==> src/rtl/cct_pkg.sv <==
package cct_pkg;
  localparam int A_CTRL    = 0;
  localparam int A_COUNT   = 1;
  localparam int A_MODE    = 2;
  localparam int A_EDGE    = 3;
  localparam int A_ACTION  = 4;
  localparam int A_FLAGS   = 5;
  localparam int A_CH_BASE = 8;

  typedef enum logic [1:0] {EDG_OFF, EDG_RISE, EDG_FALL, EDG_BOTH} edge_e;
  typedef enum logic [1:0] {ACT_KEEP, ACT_TOGGLE, ACT_LOW, ACT_HIGH} act_e;
endpackage

==> src/rtl/cct_prescaler.sv <==
module cct_prescaler #(
  parameter int PS_W = 3
) (
  input  logic            clk,
  input  logic            rst,
  input  logic            en,
  input  logic [PS_W-1:0] ps,
  output logic            tick
);
  localparam int DIV_W = (1 << PS_W) - 1;

  logic [DIV_W-1:0] div_q;
  logic [DIV_W-1:0] mask;

  always_comb begin
    for (int i = 0; i < DIV_W; i++) mask[i] = (i < int'(ps));
  end

  always_ff @(posedge clk) begin
    if (rst || !en) div_q <= '0;
    else            div_q <= div_q + 1'b1;
  end

  assign tick = en && ((div_q & mask) == mask);
endmodule

==> src/rtl/cct_channel.sv <==
module cct_channel #(
  parameter int CNT_W = 16
) (
  input  logic             clk,
  input  logic             rst,
  input  logic             in_raw,
  input  logic             cmp_mode,
  input  logic [1:0]       edge_sel,
  input  logic [1:0]       action,
  input  logic [CNT_W-1:0] cnt,
  input  logic             tick,
  input  logic             wr_en,
  input  logic [CNT_W-1:0] wr_data,
  output logic [CNT_W-1:0] value,
  output logic             evt,
  output logic             pin
);
  import cct_pkg::*;

  logic s1_q, s2_q, s3_q;
  logic rise, fall, cap_hit, cmp_hit;

  always_ff @(posedge clk) begin
    if (rst) begin
      s1_q <= 1'b0;
      s2_q <= 1'b0;
      s3_q <= 1'b0;
    end else begin
      s1_q <= in_raw;
      s2_q <= s1_q;
      s3_q <= s2_q;
    end
  end

  assign rise    = s2_q && !s3_q;
  assign fall    = !s2_q && s3_q;
  assign cap_hit = !cmp_mode && ((edge_sel[0] && rise) || (edge_sel[1] && fall));
  assign cmp_hit = cmp_mode && tick && (cnt == value);
  assign evt     = cap_hit || cmp_hit;

  always_ff @(posedge clk) begin
    if (rst)          value <= '0;
    else if (cap_hit) value <= cnt;
    else if (wr_en)   value <= wr_data;
  end

  always_ff @(posedge clk) begin
    if (rst) pin <= 1'b0;
    else if (cmp_hit) begin
      case (act_e'(action))
        ACT_TOGGLE: pin <= !pin;
        ACT_LOW:    pin <= 1'b0;
        ACT_HIGH:   pin <= 1'b1;
        default:    pin <= pin;
      endcase
    end
  end
endmodule

==> src/rtl/cct_timer.sv <==
module cct_timer #(
  parameter int N_CH   = 8,
  parameter int CNT_W  = 16,
  parameter int PS_W   = 3,
  parameter int ADDR_W = 4
) (
  input  logic              clk,
  input  logic              rst,
  input  logic [ADDR_W-1:0] bus_addr,
  input  logic              bus_wr,
  input  logic [CNT_W-1:0]  bus_wdata,
  output logic [CNT_W-1:0]  bus_rdata,
  input  logic [N_CH-1:0]   ch_in,
  output logic [N_CH-1:0]   ch_out
);
  import cct_pkg::*;

  localparam logic [ADDR_W-1:0] AD_CTRL  = ADDR_W'(A_CTRL);
  localparam logic [ADDR_W-1:0] AD_COUNT = ADDR_W'(A_COUNT);
  localparam logic [ADDR_W-1:0] AD_MODE  = ADDR_W'(A_MODE);
  localparam logic [ADDR_W-1:0] AD_EDGE  = ADDR_W'(A_EDGE);
  localparam logic [ADDR_W-1:0] AD_ACT   = ADDR_W'(A_ACTION);
  localparam logic [ADDR_W-1:0] AD_FLAGS = ADDR_W'(A_FLAGS);
  localparam int SEL_W = 2 * N_CH;

  logic              en_q;
  logic [PS_W-1:0]   ps_q;
  logic [N_CH-1:0]   mode_q;
  logic [SEL_W-1:0]  edge_q;
  logic [SEL_W-1:0]  act_q;
  logic [CNT_W-1:0]  cnt_q;
  logic [N_CH-1:0]   flag_q;
  logic              ovf_q;
  logic              tick;
  logic              cnt_wr;
  logic              wrap;
  logic [CNT_W-1:0]  clr_mask;
  logic [N_CH-1:0]   ch_evt;
  logic [N_CH-1:0]   ch_wr;
  logic [CNT_W-1:0]  ch_val [N_CH];
  logic [CNT_W-1:0]  rd_mux;

  always_ff @(posedge clk) begin
    if (rst) begin
      en_q   <= 1'b0;
      ps_q   <= '0;
      mode_q <= '0;
      edge_q <= '0;
      act_q  <= '0;
    end else if (bus_wr) begin
      case (bus_addr)
        AD_CTRL: begin
          en_q <= bus_wdata[0];
          ps_q <= bus_wdata[PS_W:1];
        end
        AD_MODE: mode_q <= bus_wdata[N_CH-1:0];
        AD_EDGE: edge_q <= bus_wdata[SEL_W-1:0];
        AD_ACT:  act_q  <= bus_wdata[SEL_W-1:0];
        default: ;
      endcase
    end
  end

  cct_prescaler #(.PS_W(PS_W)) u_presc (
    .clk  (clk),
    .rst  (rst),
    .en   (en_q),
    .ps   (ps_q),
    .tick (tick)
  );

  assign cnt_wr = bus_wr && (bus_addr == AD_COUNT);
  assign wrap   = tick && !cnt_wr && (cnt_q == {CNT_W{1'b1}});

  always_ff @(posedge clk) begin
    if (rst)         cnt_q <= '0;
    else if (cnt_wr) cnt_q <= bus_wdata;
    else if (tick)   cnt_q <= cnt_q + 1'b1;
  end

  assign clr_mask = (bus_wr && (bus_addr == AD_FLAGS) && en_q) ? bus_wdata : '0;

  always_ff @(posedge clk) begin
    if (rst) begin
      flag_q <= '0;
      ovf_q  <= 1'b0;
    end else begin
      flag_q <= (flag_q & ~clr_mask[N_CH-1:0]) | ch_evt;
      ovf_q  <= (ovf_q & ~clr_mask[N_CH]) | wrap;
    end
  end

  for (genvar g = 0; g < N_CH; g++) begin : g_ch
    assign ch_wr[g] = bus_wr && (bus_addr == ADDR_W'(A_CH_BASE + g));

    cct_channel #(.CNT_W(CNT_W)) u_ch (
      .clk      (clk),
      .rst      (rst),
      .in_raw   (ch_in[g]),
      .cmp_mode (mode_q[g]),
      .edge_sel (edge_q[2*g+1:2*g]),
      .action   (act_q[2*g+1:2*g]),
      .cnt      (cnt_q),
      .tick     (tick),
      .wr_en    (ch_wr[g]),
      .wr_data  (bus_wdata),
      .value    (ch_val[g]),
      .evt      (ch_evt[g]),
      .pin      (ch_out[g])
    );
  end

  always_comb begin
    rd_mux = '0;
    case (bus_addr)
      AD_CTRL:  rd_mux = CNT_W'({ps_q, en_q});
      AD_COUNT: rd_mux = cnt_q;
      AD_MODE:  rd_mux = CNT_W'(mode_q);
      AD_EDGE:  rd_mux = CNT_W'(edge_q);
      AD_ACT:   rd_mux = CNT_W'(act_q);
      AD_FLAGS: rd_mux = CNT_W'({ovf_q, flag_q});
      default: begin
        for (int i = 0; i < N_CH; i++)
          if (bus_addr == ADDR_W'(A_CH_BASE + i)) rd_mux = ch_val[i];
      end
    endcase
  end

  always_ff @(posedge clk) begin
    if (rst) bus_rdata <= '0;
    else     bus_rdata <= rd_mux;
  end
endmodule

==> config.mk <==
export PLATFORM = sky130hd
export DESIGN_NAME = cct_timer
export DESIGN_NICKNAME = d
export VERILOG_FILES = /design/src/rtl/cct_pkg.sv /design/src/rtl/cct_prescaler.sv /design/src/rtl/cct_channel.sv /design/src/rtl/cct_timer.sv
export SDC_FILE = /design/constraint.sdc
export NUM_CORES = 1
export LEC_CHECK = 0
export BUFFER_PORTS_ARGS = -buffer_cell sky130_fd_sc_hd__buf_2
export CAP_MARGIN = 10
export CORE_MARGIN = 4
export CORE_UTILIZATION = 57
export CTS_CLUSTER_SIZE = 25
export DETAILED_ROUTE_END_ITERATION = 8
export GPL_ROUTABILITY_DRIVEN = 1
export HOLD_SLACK_MARGIN = 0.06
export MAX_ROUTING_LAYER = met4
export PLACE_DENSITY = 0.81
export RECOVER_POWER = 50
export SLEW_MARGIN = 25
export SYNTH_ARGS = -nofsm -noshare
export SYNTH_HDL_FRONTEND = slang
export SYNTH_SLANG_ARGS = --single-unit
==> constraint.sdc <==
create_clock -name clk -period 1.8 [get_ports clk]
set_input_delay 0.45 -clock clk [delete_from_list [all_inputs] [get_ports clk]]
set_output_delay 0.45 -clock clk [all_outputs]
set_load 0.01 [all_outputs]
---- Word-level counts from Yosys, hierarchy flattened ----
Index checks and enable logic that the tools add are counted.
operators by class
  order comparisons ....................... 7
  add/subtract/negate cells ............... 2
  reductions and logical operators ........ 151
  bitwise logic cells ..................... 7
  eq/ne operators ......................... 47
  muxes and demuxes ....................... 36
operators by type and width
  kind                   count
  $mux 16                26
  $eq 16x16->1           8
  $pmux 16 s6            1
  $logic_and 1x1->1      70
  $logic_not 1->1        34
  $eq 2x2->1 const B     16
  $eq 4x4->1 const B     8
  $pmux 1 s3             8
  $reduce_and 2->1       12
  $reduce_bool 3->1      8
  $reduce_bool 2->1      9
  $logic_or 1x1->1       17
  $add 16x1->16 const B  1
  $eq 16x16->1 const B   1
  $eq 2x1->1 const B     8
  $lt 3x3->1 const A     3
  $mux 9                 1
  $and 8x8->8            1
  $eq 4x2->1 const B     2
  $eq 4x3->1 const B     2
  $not 8->8              1
  $or 8x8->8             1
  $add 7x1->7 const B    1
  $and 7x7->7            1
  8 further kinds        10
storage, ports and cells
  logic and storage cells ................. 300
  output and inout port bits .............. 24
  register bits after elaboration ......... 252

---- Logic depth before layout (Yosys ltp) ----
Gate-level depths: netlist of the first run.
  depth after elaboration ................. 10
  gate-level depth with buffers ........... 9

---- Hierarchy ----
A second synthesis of the first run with hierarchy kept.
second synthesis, totals
  cells, all modules ...................... 1691
  area total of the unflattened synthesis .. 14838.0 um^2
by module, submodules not included
  module         times used  cells each  area an instance (um^2)
  cct_channel    8           129         1176.1
  cct_timer      1           621         5107.4
  cct_prescaler  1           38          321.6

---- Worst setup path before layout of the first run ----
Ideal clock, no wire load.
  path type ............................... input to register
  from .................................... input bus_addr[0]
  to ...................................... register bus_rdata[4]
  buffers on the path ..................... 3
  setup time .............................. 0.123 ns
  data arrival time ....................... 1.810 ns
  cell stages on the path ................. 7
  data required time ...................... 1.677 ns
  path slack .............................. -0.133 ns
  cell sequence ........................... buf_4 buf_6 buf_4 mux4_2 nand2_1 a21oi_1 or2_2
between the ends
  word-level cells in the longest chain between the ends .. 10
ends and longest elaborated chain
  element               line              RTL
  start, declared       cct_timer.sv:9    input logic [ADDR_W-1:0] bus_addr,
  $eq 4x4->1            cct_timer.sv:124  if (bus_addr == ADDR_W'(A_CH_BASE + i)) rd_mux = ch_val[i];
  $mux 16 (8 in a row)  cct_timer.sv:124
  $pmux 16 s6 *         cct_timer.sv:115  case (bus_addr)
  end signal, assigned  cct_timer.sv:131  else bus_rdata <= rd_mux;
  end, declared         cct_timer.sv:12   output logic [CNT_W-1:0] bus_rdata,
Mark *: on every way between the ends. The rest lies on a longest branch, timed or not.
A chain may end at the register's enable or synchronous reset.

---- Worst setup path after layout of the first run ----
  from .................................... register cnt_q[1]
  to ...................................... register g_ch[3].u_ch.pin
between the ends
  word-level cells in the longest chain between the ends .. 3
ends and longest elaborated chain
  element                     line               RTL
  start, declared             cct_timer.sv:31    logic [CNT_W-1:0] cnt_q;
  start signal, assigned      cct_timer.sv:77    else if (cnt_wr) cnt_q <= bus_wdata;
  start signal, assigned      cct_timer.sv:78    else if (tick) cnt_q <= cnt_q + 1'b1;
  $eq 16x16->1                cct_channel.sv:38  assign cmp_hit = cmp_mode && tick && (cnt == value);
  $logic_and 1x1->1           cct_channel.sv:38
  $reduce_and 2->1 (no line)  -
  end signal, assigned        cct_channel.sv:51  ACT_TOGGLE: pin <= !pin;
  end signal, assigned        cct_channel.sv:54  default: pin <= pin;
  end, declared               cct_channel.sv:16  output logic pin
Every way passes these cells.

==> results list, run 1 <==
- Violations in the final reports: antenna violations, negative setup slack
- Max-Cap Viols: 0
- The tightest hold path in the finished design has a slack of between 100 and 150 ps.
* First-pass GRT wire length: 86,230 um
- Final setup violation count: 29
* FF-to-FF setup slack: -120 ps
- Number of clock sinks: about 250
- After layout, the minimum clock period comes to 1923 ps.
- The placed instances occupy a cell area of between 0.015 and 0.02 mm2.
- Of the cells placed in the final design, the portion with a size suffix greater than 1 is between 20% and 30%.
- Critical path start-end classification: flip-flop to flip-flop
- The startpoint identified for the worst register-to-register timing path is cnt_q[1]$_SDFFE_PP0P_.
- At the end of the flow the core is filled with cells to roughly three quarters.
- Reg clk slew, reported paths: roughly 60 ps
- Register area share after synthesis: between 30 and 40%
- Between clock sinks in the finished design, the worst skew comes to approximately 25 ps.
- Max-Slew Margin vs Limit: between 40% and 50%
* Port-buffer cells: 54
- Total length of routed wires: 58,370 um
- Post-layout instance count excluding filler cells: around 2,200
* Number of different library cells in the post-synthesis netlist: 70
* Synthesis-to-finish area growth: 26.62%
- Placement Rows: between 50 and 60
* Die W: 166.0 um
- TritonCTS Buffers: 28
* Maximum frequency from static timing analysis: 520.1 MHz
- Total overflow reported by the global router: 0
- Sum of buffers and inverters on the critical path: 2
- Of all cell types, the one taking the most synthesized area is sky130_fd_sc_hd__dfxtp_1.
* Number of top-level pins: 55
* Global routing usage summed across all routing layers: just over 40%
* Worst Reg-to-Reg Cells: 7
* Period utilization: 106.8%
* Slowest Stage Delay on Critical Path: 370 ps
- The die covers around 0.028 mm2.
- Dividing the detail-routed via count by the number of cells gives approximately 6.7.
- Worst r2r dst: g_ch[3].u_ch.pin$_SDFFE_PP0P_
- Wirelength per Cell: 26.30 um
* Power per Cell Area: approximately 760 mW/mm2
- The number of hold-slack violations in the final timing report was 0.
- Number of placed instances, taps included: 2,137
* FFs w/ async S/R, synth: 0%
- Final estimated routing congestion in global placement: just over 1
- Maximum fanout along the worst path: 7
- Htree depth: 1
- Number of nets in the final layout: 1,899
- Detailed placement finished with a half-perimeter wire length of 40,660 um.
- Pin count of the biggest net entering global routing: 85
* Yosys warns: 0
- Levels on crit path: 7
- Router iterations before antenna repair: 6
- CP delay by family, top: simple AND/OR/NAND/NOR gates
- Worst vdd rail ir drop: 0.0007301 V
- Count of mapped cells out of synthesis: roughly 1,700
- Cell count of the worst hold path: 2
- Area share of the largest cell type after synthesis: between 30% and 40%
- Setup repair after global routing could not meet its margin everywhere.
- Clock Path Buffers: 3
- The final route contains around 15,000 vias.
- After detailed routing, the number of remaining DRC violations is 0.
* Top cell types by occurrence after synthesis: sky130_fd_sc_hd__dfxtp_1, sky130_fd_sc_hd__nand2_1, sky130_fd_sc_hd__nor2_1
- The clock reaches the later pin of the worst-skew pair after 570 ps.
* Startpoint kind of the worst setup timing path: flip-flop
* Height of the die: approximately 170 um
* Via count of the first global-routing pass: 14,150
- Top cells by area in the synthesized netlist: sky130_fd_sc_hd__dfxtp_1, sky130_fd_sc_hd__xnor2_1, sky130_fd_sc_hd__mux2i_1
* Number of DRC violations after detailed-routing iteration 0: around 2,300
- TritonCTS built the clock tree.
- CP Capture Type: flip-flop
- Ordered list of cells on the worst path: buf_12, xnor2_1, nand4_1, nor4_2, buf_4, a41oi_2, a211o_1
- Transition time at the pin with the least slew margin: approximately 900 ps
* Outcome: finished, violations left
- The number of nets in the synthesized netlist is ~1,700.
- The final max-slew violation count is 0.
- Setup slack after layout: -122.7 ps
- Summing every instance area after synthesis gives 0.01422 mm2.
* Cell chosen for the clock root: sky130_fd_sc_hd__clkbuf_16
* Antenna violations before repair: 1
- The tightest min-delay check is of the input port to flip-flop type.
* Final ANT Viol Nets: 1
- Initial standard-cell utilization of the core: between 50% and 60%
- Yosys mapped a number of flops with a built-in enable equal to 0.
- Cell area after layout: around 0.018 mm2
- Capture point of the critical path: g_ch[3].u_ch.pin$_SDFFE_PP0P_
* Static leakage: ~7 nW
- Avg Synthesized Cell Area: between 8 and 9 um2
- For the worst setup path, the data arrival time is around 2400 ps.
* Data required time of the critical path: between 2000 and 2500 ps
- First element of the critical path: cnt_q[1]$_SDFFE_PP0P_
- Number of synthesized register bits: between 200 and 300
- Among all stages on the critical path, the largest delay is contributed by sky130_fd_sc_hd__dfxtp_4.
- Main synth FF type: sky130_fd_sc_hd__dfxtp_1
* Placeable core region: roughly 0.024 mm2
* Hold buffer count at cts: 0
* Most numerous cell in the Yosys netlist: sky130_fd_sc_hd__dfxtp_1
## layer usage
metal	GRT usage, %	vias to the layer above	share of wire [%]
met5	-	-	0
met2	59.53	1052	42
met1	51.48	7104	37
met4	22.17	0	7.1
li1	-	6470	-
met3	11.66	280	14
## cells by family (layout without fill, tap and decap cells)
kind of cell / count (synthesis) / after routing / share of synthesized area [%]
fa+ha+maj: 2 / 2 / 0.1759
mux: 101 / 101 / 8.322
flops: 252 / 252 / 35.47
buf+inv: 200 / 374 / 6.290
other cells: 0 / 7 / 0
xor+xnor: 133 / 133 / 8.190
simple gates: 657 / 657 / 23.25
compound gates: 369 / 369 / 18.30
## cells in the final DEF, fill, tap and decap left out, drive strengths merged, types with 8 or more instances in the layout
master  instances
o21ai          59
and3           11
mux4           13
xnor2         126
a221oi         10
inv            10
buf           277
mux2            8
a21oi          71
nand4          33
a22oi           9
nand3          78
clkinv          9
nor4           14
nand3b         26
nor2b          28
a211oi         65
nor3b          10
nand2b         21
a21boi         10
clkbuf         69
a311oi         71
nor2          161
or2            12
nor3           19
nand2         204
dfxtp         252
mux2i          80
## final cells by class
| type | instances | area (um2) |
|---|---|---|
| multi-input combinational | 1262 | 8711 |
| fill | 1782 | 6454 |
| sequential | 252 | 5080 |
| timing repair buffer | 311 | 2706 |
| clock buffer | 35 | 778.2 |
| tap | 324 | 405.4 |
| clock inverter | 17 | 269.0 |
| inverter | 11 | 41.29 |
| antenna | 7 | 17.52 |
## sequential cells by signal, indices dropped and copies added (netlist names), 8 cells and up
register and count:
g_ch.u_ch.s3_q 8, g_ch.u_ch.s1_q 8, cnt_q 16, g_ch.u_ch.s2_q 8
g_ch.u_ch.pin 8, flag_q 8, g_ch.u_ch.value 128, mode_q 8
act_q 16, edge_q 16, bus_rdata 16
## per-stage QoR
stage          power, mW  TNS, ps  setup slack, ps
2_1_floorplan      6.569   -53.84           -32.00
3_3_place_gp       7.149   -24310           -416.9
3_5_place_dp       7.166   -29930           -404.0
4_1_cts            13.64   -229.9           -70.75
5_1_grt            14.00    -4635           -156.6
6_report           13.73    -1239           -122.7
## power breakdown
group / switching (mW) / internal (mW) / total [mW]
sequential: 0.106 / 5.67 / 5.77
combinational: 0.843 / 0.545 / 1.39
clock: 2.51 / 4.06 / 6.57
## worst min-delay path by stage
stage | start | to | slack (ps)
final | ch_in[2] | g_ch[2].u_ch.s1_q$_SDFF_PP0_ | 110
after global routing | ch_in[5] | g_ch[5].u_ch.s1_q$_SDFF_PP0_ | 110
after CTS | ch_in[2] | g_ch[2].u_ch.s1_q$_SDFF_PP0_ | 100
after detailed placement | g_ch[5].u_ch.s1_q$_SDFF_PP0_ | g_ch[5].u_ch.s2_q$_SDFF_PP0_ | 430
after global placement | g_ch[4].u_ch.s1_q$_SDFF_PP0_ | g_ch[4].u_ch.s2_q$_SDFF_PP0_ | 420
after floorplan | g_ch[0].u_ch.s1_q$_SDFF_PP0_ | g_ch[0].u_ch.s2_q$_SDFF_PP0_ | 410
## repair_timing
item | 4_1_cts | 5_1_grt
setup endpoints to repair | 23 | 27
pin swaps | 13 | 15
buffers inserted | 9 | 12
gates resized for setup | 61 | 41
gates cloned | 0 | 2
No activity file was read; power rests on OpenSTA's default activity.
==> run 2, diff against run 1 <==
PLACE_DENSITY = 0.78   (was 0.81)
SKIP_CTS_REPAIR_TIMING = 1   (was not set)
clock period = 2 ns   (was 1.8 ns; I/O delays follow)
==> results list, run 2 (synthesis gave the netlist of run 1 again) <==
- Outcome: finished, final reports clean
- Area of the multi-input gates: about 0.0083 mm2
- First-pass GRT wire length: between 80,000 and 90,000 um
- IR analysis of the VDD net gives a maximum drop of a little over 0.0007 V.
* Synthesis-to-finish area growth: 17.49%
- Pin count of the biggest net entering global routing: 74
* Final hold viol count: 0
- 0 antenna diodes ended up in the layout.
- In the global route stage, met3 resource usage came out at under 10%.
- In the final routed layout, each cell accounts on average for ~26 um.
- Fill cell total of the finished layout: around 2,000
* Die W: roughly 170 um
- Time the final worst path needs with I/O delays and setup: 1985 ps
* Period utilization: a little under 100%
- STA classifies the critical path endpoint as a flip-flop.
* Number of DRC violations after detailed-routing iteration 0: slightly above 2,000
- The initialized floorplan defines 57 standard-cell rows.
- At the worst endpoint, the arrival time is 2420 ps.
- Setup violations remaining at the end of the flow were counted as 0.
- Maximum frequency from static timing analysis: 503.7 MHz
- The number of antenna violations at the first check in global routing is 0.
- Clock-pin slew was measured on the worst setup and hold paths at ~60 ps.
* Power per Cell Area: between 700 and 800 mW/mm2
- DRC violations left: 0
- Clock Path Buffers: 3
* Total overflow reported by the global router: 0
- Detailed routing inserted a total of 14,320 vias.
- Summing all non-filler instances in the final layout gives an area of between 0.015 and 0.02 mm2.
- For the pin with the worst max-slew slack, the measured transition is between 1000 and 1500 ps.
- The tightest min-delay check is of the input port to flip-flop type.
- Leaving out fill and tap cells, the most frequent cell in the layout is sky130_fd_sc_hd__dfxtp_1.
* Max-Slew Margin vs Limit: about a quarter
- Number of top-level pins: between 50 and 60
- Most Used Layer, Global Route: met2
* Number of nets in the final layout: 1,807
* Cell chosen for the clock root: sky130_fd_sc_hd__clkbuf_16
- The clock reaches the later pin of the worst-skew pair after 560 ps.
- Proportion of layout cells with a drive suffix above 1: 17.65%
- After detailed routing, the total wire length is 55,120 um.
* Register ranked first by flip-flop count: g_ch.u_ch.value
* Top library cells by usage in the layout, fill and taps aside: sky130_fd_sc_hd__dfxtp_1, sky130_fd_sc_hd__nand2_1, sky130_fd_sc_hd__nor2_1
- Max-Cap Viols: 0
- Critical path start-end classification: flip-flop to flip-flop
- The number of global-route vias before repair was about 14,000.
- Once placement finished, the instance area stood at around 0.016 mm2.
* Htree depth: 1
* CTS tree: yes
* Final ANT Viol Nets: 0
- In this run the static leakage power is about 6.4 nW.
- Global routing consumed, on the met1 layer, a little over half of the routing resources.
- The worst setup path is launched from a flip-flop.
- Data required time of the critical path: 2440 ps
- The first TritonRoute pass finished after 6 iterations.
- Area of the die: ~0.028 mm2
- After the flow finishes, the layout carries non-filler instances totaling 2,120.
* Post-detailed-placement half-perimeter wirelength: ~38,000 um
* Port-buffer cells: 54
- Initial standard-cell utilization of the core: 58.14%
- Global routing usage summed across all routing layers: slightly below 40%
* FF/Latch Area: between 0.005 and 0.006 mm2
* Grt met2 use: 57.69%
* Largest clock skew in the final design: approximately 16 ps
- Number of clock sinks: between 200 and 300
- The congestion estimate from routability-driven global placement came to 1.084.
- Clock tree synthesis inserted a total of 28 buffers.
- Dividing the detail-routed via count by the number of cells gives 6.754.
- Slew Limit Fails: 0
* Placeable core region: approximately 0.024 mm2
* Number of placed instances, taps included: a little over 2,000
* Largest register FFs: ~130
- Of all nets on the critical path, the largest fanout is 18.
- Setup repair after global routing left no endpoint under its margin.
- Height of the die: around 170 um
-- run 2: cell types whose count changed in the layout (fill, tap and decap cells not counted), sizes merged --
| cell | delta |
|---|---|
| buf | -88 |
| clkbuf | -5 |
| bufinv | -1 |
| clkinv | +1 |
| diode | -7 |
| inv | +1 |
-- run 2: worst max-delay path, cell delays in order, from the launching register on --
cell and delay, ps:
sky130_fd_sc_hd__dfxtp_2 350, sky130_fd_sc_hd__buf_12 170, sky130_fd_sc_hd__xnor2_1 250, sky130_fd_sc_hd__nand4_1 150, sky130_fd_sc_hd__nor4_2 370, sky130_fd_sc_hd__buf_4 190
sky130_fd_sc_hd__a41oi_1 110, sky130_fd_sc_hd__a211o_1 250
-- run 2: final cells by class --
cell class,count,area share [%]
Multi-Input combinational cell,1262,49.65
Sequential cell,252,30.22
Timing Repair Buffer,219,11.26
Clock buffer,34,4.635
Tap cell,324,2.426
Clock inverter,18,1.557
Inverter,11,0.2471
-- run 2: layer usage --
metal,vias to the layer above,wire length [um]
li1,6279,-
met1,6849,21470
met2,967,23470
met3,223,6694
met4,0,3482
met5,-,0
-- run 2: worst paths after layout --
check                                    start                             to  slack [ps]  cells after the start
hold reg to reg   g_ch[4].u_ch.s1_q$_SDFF_PP0_   g_ch[4].u_ch.s2_q$_SDFF_PP0_         450                      1
setup reg to reg         cnt_q[1]$_SDFFE_PP0P_  g_ch[5].u_ch.pin$_SDFFE_PP0P_          10                      7
hold / removal                        ch_in[5]   g_ch[5].u_ch.s1_q$_SDFF_PP0_         150                      2
setup / recovery         cnt_q[1]$_SDFFE_PP0P_  g_ch[5].u_ch.pin$_SDFFE_PP0P_          10                      7
-- run 2: power by group --
| part | switching, mW | internal (mW) |
|---|---|---|
| Sequential | 0.0889 | 5.11 |
| Clock | 2.26 | 3.54 |
| Combinational | 0.708 | 0.429 |
-- run 2: metrics by stage --
| step | TNS (ps) | hold slack, ps | total power [mW] | worst slack (ps) | utilization, % |
|---|---|---|---|---|---|
| 2_1_floorplan | 0 | 413.8 | 5.900 | 17.12 | - |
| 3_3_place_gp | -4318 | 415.8 | 6.393 | -263.9 | 64.51 |
| 3_5_place_dp | -6881 | 428.9 | 6.406 | -273.2 | 64.51 |
| 4_1_cts | -176.1 | 148.1 | 12.10 | -72.48 | 68.74 |
| 5_1_grt | 0 | 173.3 | 12.38 | 0.2323 | 68.31 |
| 6_report | 0 | 152.7 | 12.13 | 14.68 | 68.31 |
